## src/rtl/uart_rx_pkg.sv

```systemverilog
package uart_rx_pkg;

  typedef enum logic [1:0] {
    KIND_START  = 2'd0,
    KIND_DATA   = 2'd1,
    KIND_PARITY = 2'd2,
    KIND_STOP   = 2'd3
  } bitKind_t;

  typedef struct packed {
    logic     frameStart;
    logic     sampleA;
    logic     sampleB;
    logic     resolve;
    logic     lastBit;
    bitKind_t kind;
  } rxStrobe_t;

endpackage

```

## src/rtl/uart_rx_ctrl.sv

```systemverilog
module uart_rx_ctrl
  import uart_rx_pkg::*;
#(
  parameter int OVS    = 16,
  parameter int DATA_W = 8
) (
  input  logic      clk,
  input  logic      rstN,
  input  logic      tick,
  input  logic      lineFall,
  input  logic      vote,
  input  logic      cfgNineBit,
  input  logic      cfgParityEn,
  input  logic      cfgTwoStop,
  output rxStrobe_t strobe
);

  localparam int TW     = $clog2(OVS);
  localparam int MID    = OVS / 2;
  localparam int IDX_W  = $clog2(DATA_W + 5);
  localparam logic [TW-1:0] SAMP_A = TW'(MID - 1);
  localparam logic [TW-1:0] SAMP_B = TW'(MID);
  localparam logic [TW-1:0] SAMP_C = TW'(MID + 1);
  localparam logic [TW-1:0] TICK_LAST = TW'(OVS - 1);

  typedef enum logic [1:0] {ST_IDLE, ST_START, ST_BITS} ctrlState_t;

  ctrlState_t       state;
  logic [TW-1:0]    tickCnt;
  logic [IDX_W-1:0] bitIdx;
  logic [IDX_W-1:0] dataBits;
  logic [IDX_W-1:0] totalBits;

  assign dataBits  = IDX_W'(DATA_W) + IDX_W'(cfgNineBit);
  assign totalBits = dataBits + IDX_W'(cfgParityEn) + IDX_W'(1) + IDX_W'(cfgTwoStop);

  always_comb begin
    strobe            = '0;
    strobe.kind       = KIND_START;
    strobe.frameStart = (state == ST_IDLE) && lineFall;
    if (state != ST_IDLE && tick) begin
      strobe.sampleA = (tickCnt == SAMP_A);
      strobe.sampleB = (tickCnt == SAMP_B);
      strobe.resolve = (tickCnt == SAMP_C);
    end
    if (state == ST_BITS) begin
      if (bitIdx < dataBits)                     strobe.kind = KIND_DATA;
      else if (bitIdx == dataBits && cfgParityEn) strobe.kind = KIND_PARITY;
      else                                        strobe.kind = KIND_STOP;
      strobe.lastBit = (bitIdx == totalBits - IDX_W'(1));
    end
  end

  always_ff @(posedge clk or negedge rstN) begin
    if (!rstN) begin
      state   <= ST_IDLE;
      tickCnt <= '0;
      bitIdx  <= '0;
    end else begin
      if (state != ST_IDLE && tick)
        tickCnt <= (tickCnt == TICK_LAST) ? '0 : tickCnt + TW'(1);
      case (state)
        ST_IDLE: if (lineFall) begin
          state   <= ST_START;
          tickCnt <= '0;
        end
        ST_START: if (strobe.resolve) begin
          state  <= vote ? ST_IDLE : ST_BITS;
          bitIdx <= '0;
        end
        ST_BITS: if (strobe.resolve) begin
          if (strobe.lastBit) state <= ST_IDLE;
          else                bitIdx <= bitIdx + IDX_W'(1);
        end
        default: state <= ST_IDLE;
      endcase
    end
  end


  start_single_chk: assert property (@(posedge clk) disable iff (!rstN)
    strobe.frameStart |=> !strobe.frameStart);


  vote_order_chk: assert property (@(posedge clk) disable iff (!rstN)
    strobe.resolve |-> !strobe.sampleA && !strobe.sampleB && tick);

endmodule

```

## src/rtl/uart_rx_datapath.sv

```systemverilog
module uart_rx_datapath
  import uart_rx_pkg::*;
#(
  parameter int DATA_W    = 8,
  parameter int BREAK_LEN = 10,
  parameter int SYNC_LEN  = 2
) (
  input  logic            clk,
  input  logic            rstN,
  input  logic            rxd,
  input  logic            cfgNineBit,
  input  logic            cfgParityOdd,
  input  logic            rdStrobe,
  input  rxStrobe_t       strobe,
  output logic            lineFall,
  output logic            vote,
  output logic [DATA_W:0] rxWord,
  output logic            rxFull,
  output logic            rxNoise,
  output logic            rxFrameErr,
  output logic            rxOverrun,
  output logic            rxBreak
);

  localparam int RUN_W = $clog2(BREAK_LEN + 1);
  localparam logic [RUN_W-1:0] RUN_MAX = RUN_W'(BREAK_LEN);

  logic [SYNC_LEN-1:0] syncQ;
  logic                lineQ;
  logic                line;
  logic                sampA, sampB;
  logic                noisy;
  logic [DATA_W:0]     shiftQ;
  logic                parityAcc, noiseAcc, frameErrAcc;
  logic [RUN_W-1:0]    zeroRun;
  logic                doneQ, breakQ;

  assign line     = syncQ[SYNC_LEN-1];
  assign lineFall = lineQ && !line;
  assign vote     = (sampA & sampB) | (sampA & line) | (sampB & line);
  assign noisy    = (sampA != sampB) || (sampB != line);

  always_ff @(posedge clk or negedge rstN) begin
    if (!rstN) begin
      syncQ <= '1;
      lineQ <= 1'b1;
    end else begin
      syncQ <= {syncQ[SYNC_LEN-2:0], rxd};
      lineQ <= line;
    end
  end

  always_ff @(posedge clk or negedge rstN) begin
    if (!rstN) begin
      sampA       <= 1'b1;
      sampB       <= 1'b1;
      shiftQ      <= '0;
      parityAcc   <= 1'b0;
      noiseAcc    <= 1'b0;
      frameErrAcc <= 1'b0;
      zeroRun     <= '0;
      doneQ       <= 1'b0;
      breakQ      <= 1'b0;
    end else begin
      doneQ  <= 1'b0;
      breakQ <= 1'b0;
      if (strobe.sampleA) sampA <= line;
      if (strobe.sampleB) sampB <= line;
      if (strobe.frameStart) begin
        shiftQ      <= '0;
        parityAcc   <= 1'b0;
        noiseAcc    <= 1'b0;
        frameErrAcc <= 1'b0;
        zeroRun     <= '0;
      end else if (strobe.resolve) begin
        noiseAcc <= noiseAcc | noisy;
        if (vote) zeroRun <= '0;
        else if (zeroRun != RUN_MAX) zeroRun <= zeroRun + RUN_W'(1);
        breakQ <= !vote && (zeroRun == RUN_MAX - RUN_W'(1));
        case (strobe.kind)
          KIND_DATA: begin
            shiftQ    <= {vote, shiftQ[DATA_W:1]};
            parityAcc <= parityAcc ^ vote;
          end
          KIND_PARITY: frameErrAcc <= frameErrAcc | (parityAcc ^ vote ^ cfgParityOdd);
          KIND_STOP:   frameErrAcc <= frameErrAcc | !vote;
          default: ;
        endcase
        doneQ <= strobe.lastBit;
      end
    end
  end

  // holding stage, falling edge of the master clock
  logic [DATA_W:0] wordQ;
  logic            fullQ, noiseQ, frameErrQ, overrunQ, breakFlagQ;

  always_ff @(negedge clk or negedge rstN) begin
    if (!rstN) begin
      wordQ      <= '0;
      fullQ      <= 1'b0;
      noiseQ     <= 1'b0;
      frameErrQ  <= 1'b0;
      overrunQ   <= 1'b0;
      breakFlagQ <= 1'b0;
    end else begin
      if (rdStrobe) begin
        fullQ      <= 1'b0;
        overrunQ   <= 1'b0;
        breakFlagQ <= 1'b0;
      end
      if (doneQ) begin
        if (fullQ && !rdStrobe) overrunQ <= 1'b1;
        else begin
          wordQ     <= cfgNineBit ? shiftQ : {1'b0, shiftQ[DATA_W:1]};
          noiseQ    <= noiseAcc;
          frameErrQ <= frameErrAcc;
          fullQ     <= 1'b1;
        end
      end
      if (breakQ) breakFlagQ <= 1'b1;
    end
  end

  assign rxWord     = wordQ;
  assign rxFull     = fullQ;
  assign rxNoise    = noiseQ;
  assign rxFrameErr = frameErrQ;
  assign rxOverrun  = overrunQ;
  assign rxBreak    = breakFlagQ;


  full_load_chk: assert property (@(negedge clk) disable iff (!rstN)
    (doneQ && !fullQ) |=> fullQ);


  overrun_keep_chk: assert property (@(negedge clk) disable iff (!rstN)
    (doneQ && fullQ && !rdStrobe) |=> (overrunQ && $stable(wordQ)));


  read_clear_chk: assert property (@(negedge clk) disable iff (!rstN)
    (rdStrobe && !doneQ) |=> (!fullQ && !overrunQ));


  done_pulse_chk: assert property (@(posedge clk) disable iff (!rstN)
    doneQ |=> !doneQ);

endmodule

```

## src/rtl/uart_rx_majority.sv

```systemverilog
module uart_rx_majority
  import uart_rx_pkg::*;
#(
  parameter int OVS       = 16,
  parameter int DATA_W    = 8,
  parameter int BREAK_LEN = 10
) (
  input  logic            clk,
  input  logic            rstN,
  input  logic            tick,
  input  logic            rxd,
  input  logic            cfgNineBit,
  input  logic            cfgParityEn,
  input  logic            cfgParityOdd,
  input  logic            cfgTwoStop,
  input  logic            enFullIrq,
  input  logic            enOverrunIrq,
  input  logic            enBreakIrq,
  input  logic            rdStrobe,
  output logic [DATA_W:0] rxWord,
  output logic            rxFull,
  output logic            rxNoise,
  output logic            rxFrameErr,
  output logic            rxOverrun,
  output logic            rxBreak,
  output logic            irqFull,
  output logic            irqOverrun,
  output logic            irqBreak
);

  rxStrobe_t strobe;
  logic      lineFall;
  logic      vote;

  uart_rx_ctrl #(.OVS(OVS), .DATA_W(DATA_W)) ctrl (
    .clk(clk), .rstN(rstN), .tick(tick), .lineFall(lineFall), .vote(vote),
    .cfgNineBit(cfgNineBit), .cfgParityEn(cfgParityEn), .cfgTwoStop(cfgTwoStop),
    .strobe(strobe)
  );

  uart_rx_datapath #(.DATA_W(DATA_W), .BREAK_LEN(BREAK_LEN), .SYNC_LEN(2)) dpath (
    .clk(clk), .rstN(rstN), .rxd(rxd), .cfgNineBit(cfgNineBit),
    .cfgParityOdd(cfgParityOdd), .rdStrobe(rdStrobe), .strobe(strobe),
    .lineFall(lineFall), .vote(vote), .rxWord(rxWord), .rxFull(rxFull),
    .rxNoise(rxNoise), .rxFrameErr(rxFrameErr), .rxOverrun(rxOverrun),
    .rxBreak(rxBreak)
  );

  assign irqFull    = rxFull & enFullIrq;
  assign irqOverrun = rxOverrun & enOverrunIrq;
  assign irqBreak   = rxBreak & enBreakIrq;


  irq_gate_chk: assert property (@(posedge clk) disable iff (!rstN)
    (irqFull || irqOverrun || irqBreak) |-> (rxFull || rxOverrun || rxBreak));

endmodule

```

## config.mk

```make
export PLATFORM = sky130hd
export DESIGN_NAME = uart_rx_majority
export DESIGN_NICKNAME = d
export VERILOG_FILES = /design/src/rtl/uart_rx_pkg.sv /design/src/rtl/uart_rx_ctrl.sv /design/src/rtl/uart_rx_datapath.sv /design/src/rtl/uart_rx_majority.sv
export SDC_FILE = /design/constraint.sdc
export NUM_CORES = 1
export LEC_CHECK = 0
export BUFFER_PORTS_ARGS = -buffer_cell sky130_fd_sc_hd__buf_2
export CORE_UTILIZATION = 58
export DETAILED_ROUTE_END_ITERATION = 8
export PLACE_DENSITY = 0.86
export SETUP_SLACK_MARGIN = 0.05
export SYNTH_ARGS = -nofsm -noshare
export SYNTH_HDL_FRONTEND = slang
export SYNTH_SLANG_ARGS = --single-unit
export TNS_END_PERCENT = 100
```

## constraint.sdc

```tcl
create_clock -name clk -period 2.8 [get_ports clk]
set_clock_uncertainty 0.15 [all_clocks]
set_input_delay 0.56 -clock clk [delete_from_list [all_inputs] [get_ports clk]]
set_output_delay 0.56 -clock clk [all_outputs]
set_load 0.02 [all_outputs]
```

# == Word level (Yosys, flattened, before mapping) ==
# Index checks and enable logic that the tools add are counted.
# W data, S select, Z words.
# totals
elab_cells,133
inputBits,12
ff_bits,47
output_inout_bits,17
# op_classes
order_cmp,1
bitwise_logic,14
n_reduce_logical,24
n_eq_ne,20
mux,46
addsub,8
# op_table
op,count
$mux W4,11
$mux W9,4
$mux W1,20
$add A4 B1 Y4 const B,4
$eq A4 B4 Y1 const B,4
$mux W2,6
$reduce_bool A2 Y1,5
$add A4 B1 Y4,2
$eq A4 B4 Y1,2
$ne A2 B1 Y1 const B,4
$pmux W4 S2,1
$reduce_and A2 Y1,4
$reduce_and A4 Y1,2
$and A1 B1 Y1,6
$eq A2 B2 Y1 const B,3
$logic_and A1 B1 Y1,6
$mux W3,2
$pmux W2 S3,1
$reduce_bool A3 Y1,2
$or A1 B1 Y1,5
$add A4 B1 Y4 const A,1
$eq A2 B1 Y1 const B,2
$eq A4 B3 Y1 const B,1
$lt A4 B4 Y1,1
other kinds (10),14

# == Longest topological paths before layout ==
# Gate-level depths: netlist of run 1.
# depth
depth_word,11
mapped_depth,7
ltp_nobuf,6

# == Modules after synthesis ==
# Synthesis of run 1 repeated with hierarchy kept, for this count alone.
# hier_totals
hier_cells,238
area_unflattened_um2,2469.9
# by_module_without_submodules
mod,area_per_inst_um2,seq_area_each_um2,cells_per_inst,instances
uart_rx_datapath,1687.9,932.1,147,1
uart_rx_ctrl,763.2,250.2,88,1
uart_rx_majority,18.8,0.0,3,1

==> flow_summary.yaml, run 1 <==
grt:
  grt_max_degree: 23
  met3_usage_pct: 5.57
  grt_pass1_vias: 1827
  grt_util_met2_pct: 41.6
  grt_busiest_layer: "met2"
  use_met1_pct: 30.6
  grt_pass1_wl_um: 8270
  grt.total_usage_pct: 24.6
  antenna_found_initial: 0
  grt_overflow: 0
cells_and_area:
  syn_to_final_growth_pct: 20.7
  diodes: 0
  nets: 298
  fin_area_mm2: 0.00300
  post-route-util_pct: 74.0
  multi_input_area_mm2: 0.00124
  seq_area_mm2: 0.00118
  drive_above_1_share_pct: 30.1
  nFillCells: 277
floorplanning:
  die_h_um: 67.5
  row_count: 23
  io_pins: 29
  core_mm2: 0.00406
  start_util_pct: 61.3
  die-area_mm2: 0.00455
  dieWidth_um: 67.5
cts:
  cts_buffers: 5
  clock_latency_ns: 0.30
  cts_buffer_depth: 2
  clock-sinks: 47
  htreeDepth: 2
  cts_tree: "done"
  cts-hold-fix-buffers: 0
  clkTransAtPathRegs_ns: 0.08
  root_buffer: "clkbuf_8"
pwr:
  powerDensity_mw_per_mm2: 585
  power.leakage_uw: 0.00144
  total_power_uw: 1750
  max-vdd-ir-drop_v: 0.000439
worst_setup_path:
  cp-start-kind: "flop"
  critical_path_required_ns: 2.09
  worstPathMaxFanout: 2
  critPathArrivalTime_ns: 2.39
  crit_type: "flop to primary output"
  r2r_cells: 3
  worstSetupEndpointType: "primary output"
routing:
  first_iter_violations: 139
  ant_nets: 0
  wl_per_cell_um: 15.2
  wl_um: 4960
  detail_route.vias_per_cell: 5.71
  drc: 0
  drt-pass1-iter-count: 4
  vias: 1860
worst_hold_path:
  holdPathStages: 1
  hp-class: "input port to flop"
timing:
  worst_slack_ns: -0.303
  slew_headroom_pct: 65.8
  worst_slew_pin_slew_ns: 0.513
  fin_setup_tns_ns: -3.46
  slew_violations: 0
  hold_viol: 0
  rsz0062_at_grt: "true"
  finalSetupViolCount: 17
  fin_hold_ws_ns: 0.206
yosys:
  syn_nets: 253
  netlist_top_cells_count: "28 x dfrtp_1, 19 x nand2_1, 18 x mux2i_1"
  synth_top_area_share_pct: 28.2
  synth_area_mm2: 0.00249
  yosysWarningCount: 0
  syn-mean-instance-area_um2: 10.8
  synth.area.top_cells: "dfrtp_1 28%, dfrtn_1 14%, mux2i_1 7.2%, dfstp_2 5.3%, ha_1 5.0%"
  async_reset_ff_share_pct: 100
  syn_inst: 230
  yosys.area.top_type: "dfrtp_1"
  seq_area_frac_synth_pct: 47.6
  synth-seq-cells: 47
  synth_edf_count: 0
  yosysMostFrequentCell: "dfrtp_1"
  synth_ff_type: "dfrtp_1"
  synthDistinctLibCells: 54
place:
  gp_congestion: 0.764
  hpwl_um: 3430
  port_buffers: 28
  dpl-instance-area_mm2: 0.00273
outcome:
  violations: "negative setup slack"
  status: "complete, but fails checks"
run:
  maxCapViolCount: 0
[per-stage QoR]
stage	instances	setup WS (ns)
after global routing	326	-0.345
after floorplan	230	-0.102
after global placement	309	-0.105
after detailed placement	309	-0.137
final	326	-0.303
after CTS	322	-0.296
[critical path: stages, from the launching register on]
cell	delay, ns
dfrtn_1	0.44
and2_4	0.15
buf_6	0.10
[power breakdown]
part | switching (µW) | internal, µW
combinational | 221 | 178
sequential | 126 | 768
clock | 230 | 231
[what timing repair did]
| action | CTS | global route |
|---|---|---|
| setup endpoints to repair | 17 | 17 |
| resized for setup | 30 | 2 |
| pin swaps | 3 | 0 |
| buffers inserted | 5 | 4 |
[metal layers]
metal / wire, µm / up-vias
met5: 0 / -
met4: 73 / 0
met3: 201 / 9
met2: 2560 / 46
met1: 2130 / 903
li1: - / 902
[sequential cells by signal, indices dropped and copies added (netlist names), 2 cells and up]
signal / flops
dpath.shiftQ: 9
dpath.syncQ: 2
ctrl.tickCnt: 4
dpath.zeroRun: 4
ctrl.state: 2
dpath.rxWord: 9
ctrl.bitIdx: 4
[path summary, 6_finish.rpt]
kind,from,end,slack [ns]
setup / recovery,dpath.rxFull$_DFF_NN0_,irqFull,-0.30
min in group asynchronous,rstN,dpath.zeroRun[0]$_DFFE_PN0P_,0.33
hold / removal,rxd,dpath.syncQ[0]$_DFF_PN1_,0.21
setup reg to reg,dpath.doneQ$_DFF_PN0_,dpath.rxWord[5]$_DFFE_NN0P_,0.22
hold reg to reg,dpath.syncQ[0]$_DFF_PN1_,dpath.syncQ[1]$_DFF_PN1_,0.21
max in group asynchronous,rstN,dpath.rxOverrun$_DFF_NN0_,0.91
[layout make-up]
| type | instances | area share, % |
|---|---|---|
| multi-input cells | 164 | 41.2 |
| flip-flops and latches | 47 | 39.4 |
| repair buffers | 46 | 12.5 |
| clock buffers | 7 | 3.25 |
| well taps | 50 | 2.08 |
| inverters | 11 | 1.38 |
| clock inverters | 1 | 0.208 |
[kinds of logic (layout without fill, tap and decap cells)]
family	count (synthesis)	after routing	synth area share (%)
AO/OA/AOI/OAI	47	47	13.7
flip-flops	47	47	47.6
XOR/XNOR	4	4	1.41
adder cells (fa/ha/maj)	11	11	5.84
buffers and inverters	19	65	3.72
AND/OR/NAND/NOR	80	80	18.7
multiplexers	22	22	9.06
[cells in the final DEF (no fill, tap or decap), types with 4 or more instances in the layout]
cell | synthesis | final
o21ai_0 | 14 | 14
inv_1 | 11 | 11
nand4b_1 | 5 | 5
buf_2 | 2 | 12
a21oi_1 | 6 | 6
xor2_1 | 4 | 4
ha_1 | 10 | 10
dfstp_2 | 5 | 5
nand3_1 | 5 | 5
nand2_1 | 19 | 18
dfrtn_1 | 14 | 14
buf_6 | 2 | 16
mux2i_1 | 18 | 18
nor2_1 | 16 | 16
nand2b_1 | 5 | 4
buf_4 | 1 | 18
dfrtp_1 | 28 | 28
nor2_2 | 7 | 7
clkbuf_8 | 0 | 5
Power figures use the tool's default switching activity.
==> run 2: changes to the inputs <==
- CORE_UTILIZATION: 58 -> 52
- PLACE_DENSITY: 0.86 -> 0.82
- clock period: 2.8 -> 2.6 ns (I/O delays scaled with it)
==> run 2 against run 1 <==
The flow finishes with violations (design-rule violations, negative setup slack); register-to-register slack worse by 0.07 ns; final cell count is 1.8% higher; core utilization is 6.0 points lower; global-route usage is 2.4 points lower; total power is 8.9% higher.
==> flow_summary.yaml, run 2 (same netlist as run 1, synthesis figures left out) <==
place:
  hpwl_um: 3520
  place_inst: 313
  dpl-instance-area_mm2: 0.00275
  port_buffers: 28
  gp_congestion: 0.817
floorplanning:
  io_pins: 29
  dieWidth_um: 71.1
  die_h_um: 71.1
  core_mm2: 0.00447
  row_count: 24
  die-area_mm2: 0.00506
  start_util_pct: 55.6
cts:
  root_buffer: "clkbuf_8"
  cts_buffer_depth: 2
  cts_tree: "done"
  clock_latency_ns: 0.31
  cts-hold-fix-buffers: 0
  htreeDepth: 2
  cts_buffers: 5
  clock-sinks: 47
  clkTransAtPathRegs_ns: 0.09
worst_setup_path:
  worstSetupEndpointType: "primary output"
  path_delay_family: "flip-flops"
  slowest_stage: "dfrtn_1"
  critical_path_required_ns: 1.93
  rrSetupSlack_ns: 0.15
  crit_cells: 2
  critPathBufInv: 1
  r2r_cells: 3
  timing.rr.end: "dpath.rxWord[6]$_DFFE_NN0P_"
  crit_type: "flop to primary output"
  r2r_start: "dpath.doneQ$_DFF_PN0_"
  max_stage_delay_ns: 0.43
  cp-start-kind: "flop"
  worstPathMaxFanout: 3
  worstPathCellList: "and2_4, buf_6"
  critPathArrivalTime_ns: 2.28
outcome:
  violations: "design-rule violations, negative setup slack"
  status: "complete, but fails checks"
worst_hold_path:
  holdPathStages: 1
  hp-start: "rxd"
  hp-class: "input port to flop"
  hold_path_end: "dpath.syncQ[0]$_DFF_PN1_"
cells_and_area:
  diodes: 0
  drive_above_1_share_pct: 31.4
  post-route-util_pct: 68.0
  multi_input_area_mm2: 0.00124
  stdcell_count: 332
  seq_area_mm2: 0.00118
  nFillCells: 309
  mostFrequentLayoutCell: "dfrtp_1"
  layout_common_cells: "28 x dfrtp_1, 22 x buf_4, 18 x nand2_1, 18 x mux2i_1"
  nets: 302
  fin_area_mm2: 0.00304
  syn_to_final_growth_pct: 22.3
routing:
  wl_um: 5100
  wl_per_cell_um: 15.3
  drt-pass1-iter-count: 7
  vias: 1877
  detail_route.vias_per_cell: 5.65
  ant_nets: 0
  first_iter_violations: 101
  drc: 3
timing:
  slew_violations: 0
  worst_slack_ns: -0.354
  rsz0062_at_grt: "true"
  fin_hold_ws_ns: 0.156
  finalSetupViolCount: 17
  fin_setup_tns_ns: -4.71
  hold_viol: 0
  worst_slew_pin_slew_ns: 0.537
  slew_headroom_pct: 64.2
grt:
  grt_max_degree: 19
  grt_pass1_vias: 1785
  grt.total_usage_pct: 22.2
  grt_overflow: 0
  antenna_found_initial: 0
  grt_pass1_wl_um: 8500
pwr:
  max-vdd-ir-drop_v: 0.000439
  powerDensity_mw_per_mm2: 628
  power.leakage_uw: 0.00147
run:
  maxCapViolCount: 0
==> run 2: cell count changes in the layout (fill, tap and decap cells not counted) <==
cell	before	now
buf_4	18	22
o21ai_0	14	10
o21ai_1	3	7
clkbuf_1	1	0
clkinv_4	0	1
inv_4	1	0
inv_6	0	1
==> run 2: worst max-delay path by stage <==
stage | start | to | slack (ns)
after floorplan | dpath.rxFull$_DFF_NN0_ | irqFull | -0.16
after global placement | rdStrobe | dpath.rxWord[4]$_DFFE_NN0P_ | -0.18
after detailed placement | rdStrobe | dpath.rxWord[8]$_DFFE_NN0P_ | -0.25
after CTS | dpath.rxBreak$_DFFE_NN0P_ | irqBreak | -0.36
after global routing | dpath.rxOverrun$_DFF_NN0_ | irqOverrun | -0.39
final | dpath.rxFull$_DFF_NN0_ | irqFull | -0.35
==> run 2: stage by stage <==
step	worst slack (ns)	total power [µW]
after detailed placement	-0.253	1400
after floorplan	-0.162	1280
after global placement	-0.175	1380
after global routing	-0.387	2010
after CTS	-0.356	1920
final	-0.354	1910
==> run 2: area by class of cell <==
class / count / area share [%]
multi-input combinational: 164 / 40.6
sequential: 47 / 38.9
timing repair buffer: 50 / 13.3
clock buffer: 6 / 3.09
tap: 52 / 2.14
inverter: 11 / 1.36
clock inverter: 2 / 0.576
==> run 2: what timing repair did <==
action / in CTS / in global routing
resized for setup: 29 / 3
setup endpoints to repair: 17 / 19
setup buffers: 8 / 3
pin swaps: 3 / 0
==> run 2: metal layers <==
layer  part of all wire (%)  global-route usage (%)  wire (µm)
met1                     46                    29.3       2340
met2                     49                    36.4       2520
met3                    3.4                    4.27        173
met4                    1.3                    7.78         64
met5                      0                       0          0
==> run 2: report_power, final <==
group	internal, µW	switching [µW]
clock network	253	268
logic	191	232
registers	827	140
==> run 3: changes to the inputs <==
- REMOVE_ABC_BUFFERS: default -> 1
==> run 3 against run 2 <==
The flow still finishes with violations (design-rule violations, negative setup slack); wire length shrank 3.1%; register-to-register slack lost 0.02 ns; hold slack lost 0.15 ns; sequential power is essentially flat; final cell count shrank 0.30%.
==> flow_summary.yaml, run 3 (same netlist as run 1, synthesis figures left out) <==
outcome:
  status: "complete, but fails checks"
  violations: "design-rule violations, negative setup slack"
cells_and_area:
  stdcell_count: 331
  nets: 301
  diodes: 0
  mostFrequentLayoutCell: "dfrtp_1"
  fin_area_mm2: 0.00301
  syn_to_final_growth_pct: 20.9
  post-route-util_pct: 67.2
  drive_above_1_share_pct: 30.8
  layout_common_cells: "28 x dfrtp_1, 22 x buf_4, 18 x nand2_1, 18 x mux2i_1"
place:
  port_buffers: 28
  dpl-instance-area_mm2: 0.00272
  hpwl_um: 3400
  place_inst: 312
  gp_congestion: 0.840
worst_setup_path:
  critPathArrivalTime_ns: 2.29
  crit_type: "flop to primary output"
  worstSetupEndpointType: "primary output"
  critical_path_required_ns: 1.93
  cp-start-kind: "flop"
  worstPathMaxFanout: 3
  slowest_stage: "dfrtn_1"
  worstPathCellList: "and2_4, buf_6"
  max_stage_delay_ns: 0.44
timing:
  hold_viol: 0
  rsz0062_at_grt: "true"
  fin_hold_ws_ns: 0.00976
  finalSetupViolCount: 17
  worst_slew_pin_slew_ns: 0.518
  worst_slack_ns: -0.362
  slew_violations: 0
  slew_headroom_pct: 65.4
cts:
  cts_buffer_depth: 2
  cts_tree: "done"
  clock-sinks: 47
  cts-hold-fix-buffers: 0
  clkTransAtPathRegs_ns: 0.10
  cts_buffers: 5
  htreeDepth: 2
  root_buffer: "clkbuf_8"
  clock_latency_ns: 0.30
pwr:
  max-vdd-ir-drop_v: 0.000358
  powerDensity_mw_per_mm2: 619
  total_power_uw: 1860
  power.leakage_uw: 0.00145
grt:
  grt_pass1_wl_um: 8030
  grt_overflow: 0
  antenna_found_initial: 0
  grt_pass1_vias: 1806
  grt_max_degree: 28
  grt.total_usage_pct: 20.3
routing:
  wl_per_cell_um: 14.9
  drc: 4
  ant_nets: 0
  first_iter_violations: 133
  drt-pass1-iter-count: 6
  wl_um: 4940
  detail_route.vias_per_cell: 5.69
  vias: 1883
floorplanning:
  die_h_um: 71.1
  io_pins: 29
  start_util_pct: 55.6
  core_mm2: 0.00447
  die-area_mm2: 0.00506
  row_count: 24
  dieWidth_um: 71.1
run:
  maxCapViolCount: 0
worst_hold_path:
  hp-class: "input port to async pin"
-- run 3: power breakdown --
| part | internal [µW] | switching [µW] | leakage, µW |
|---|---|---|---|
| clock | 200 | 273 | 0.0000510 |
| sequential | 827 | 137 | 0.000620 |
| combinational | 191 | 231 | 0.000774 |
| total | 1220 | 641 | 0.00145 |
-- run 3: final timing paths --
check,from,depth (start not counted),slack (ns),to
worst max-delay path,dpath.rxFull$_DFF_NN0_,2,-0.36,irqFull
worst min-delay path,rstN,1,0.01,dpath.breakQ$_DFF_PN0_
worst max register to register,dpath.doneQ$_DFF_PN0_,2,0.13,dpath.rxFrameErr$_DFFE_NN0P_
worst min register to register,dpath.syncQ[0]$_DFF_PN1_,0,0.21,dpath.syncQ[1]$_DFF_PN1_
max in group asynchronous,rstN,1,0.75,dpath.rxWord[1]$_DFFE_NN0P_
min in group clk,rxd,1,0.16,dpath.syncQ[0]$_DFF_PN1_
-- run 3: stage by stage --
step	TNS [ns]	setup WS [ns]
4_1_cts	-4.50	-0.372
2_1_floorplan	-2.54	-0.368
6_report	-4.56	-0.362
5_1_grt	-5.17	-0.399
3_3_place_gp	-2.55	-0.240
3_5_place_dp	-3.05	-0.273
-- run 3: layout make-up --
type | instances | area, µm²
Sequential cell | 47 | 1180
Clock buffer | 5 | 68.8
Tap cell | 52 | 65.1
Inverter | 11 | 41.3
Timing Repair Buffer | 49 | 400
Multi-Input combinational cell | 164 | 1220
Clock inverter | 3 | 26.3
Fill cell | 329 | 1470
-- run 3: critical path, delay by kind of cell (launching register included) --
| kind | cells | cell delay, ns |
|---|---|---|
| and+or+nand+nor | 1 | 0.15 |
| buffers and inverters | 1 | 0.10 |
| DFF | 1 | 0.44 |
-- run 3: routing by layer --
layer / GRT usage [%] / vias to the layer above / wire (µm)
met5: 0 / - / 0
met2: 33.8 / 47 / 2450
met4: 5.33 / 0 / 60
li1: - / 913 / -
met1: 27.5 / 919 / 2240
met3: 3.99 / 4 / 194
-- run 3: timing repair --
action | 4_1_cts | 5_1_grt
setup buffers | 4 | 7
hold endpoints to repair | 0 | 0
gates resized for setup | 33 | 4
pin swaps | 2 | 1
setup endpoints to repair | 17 | 28
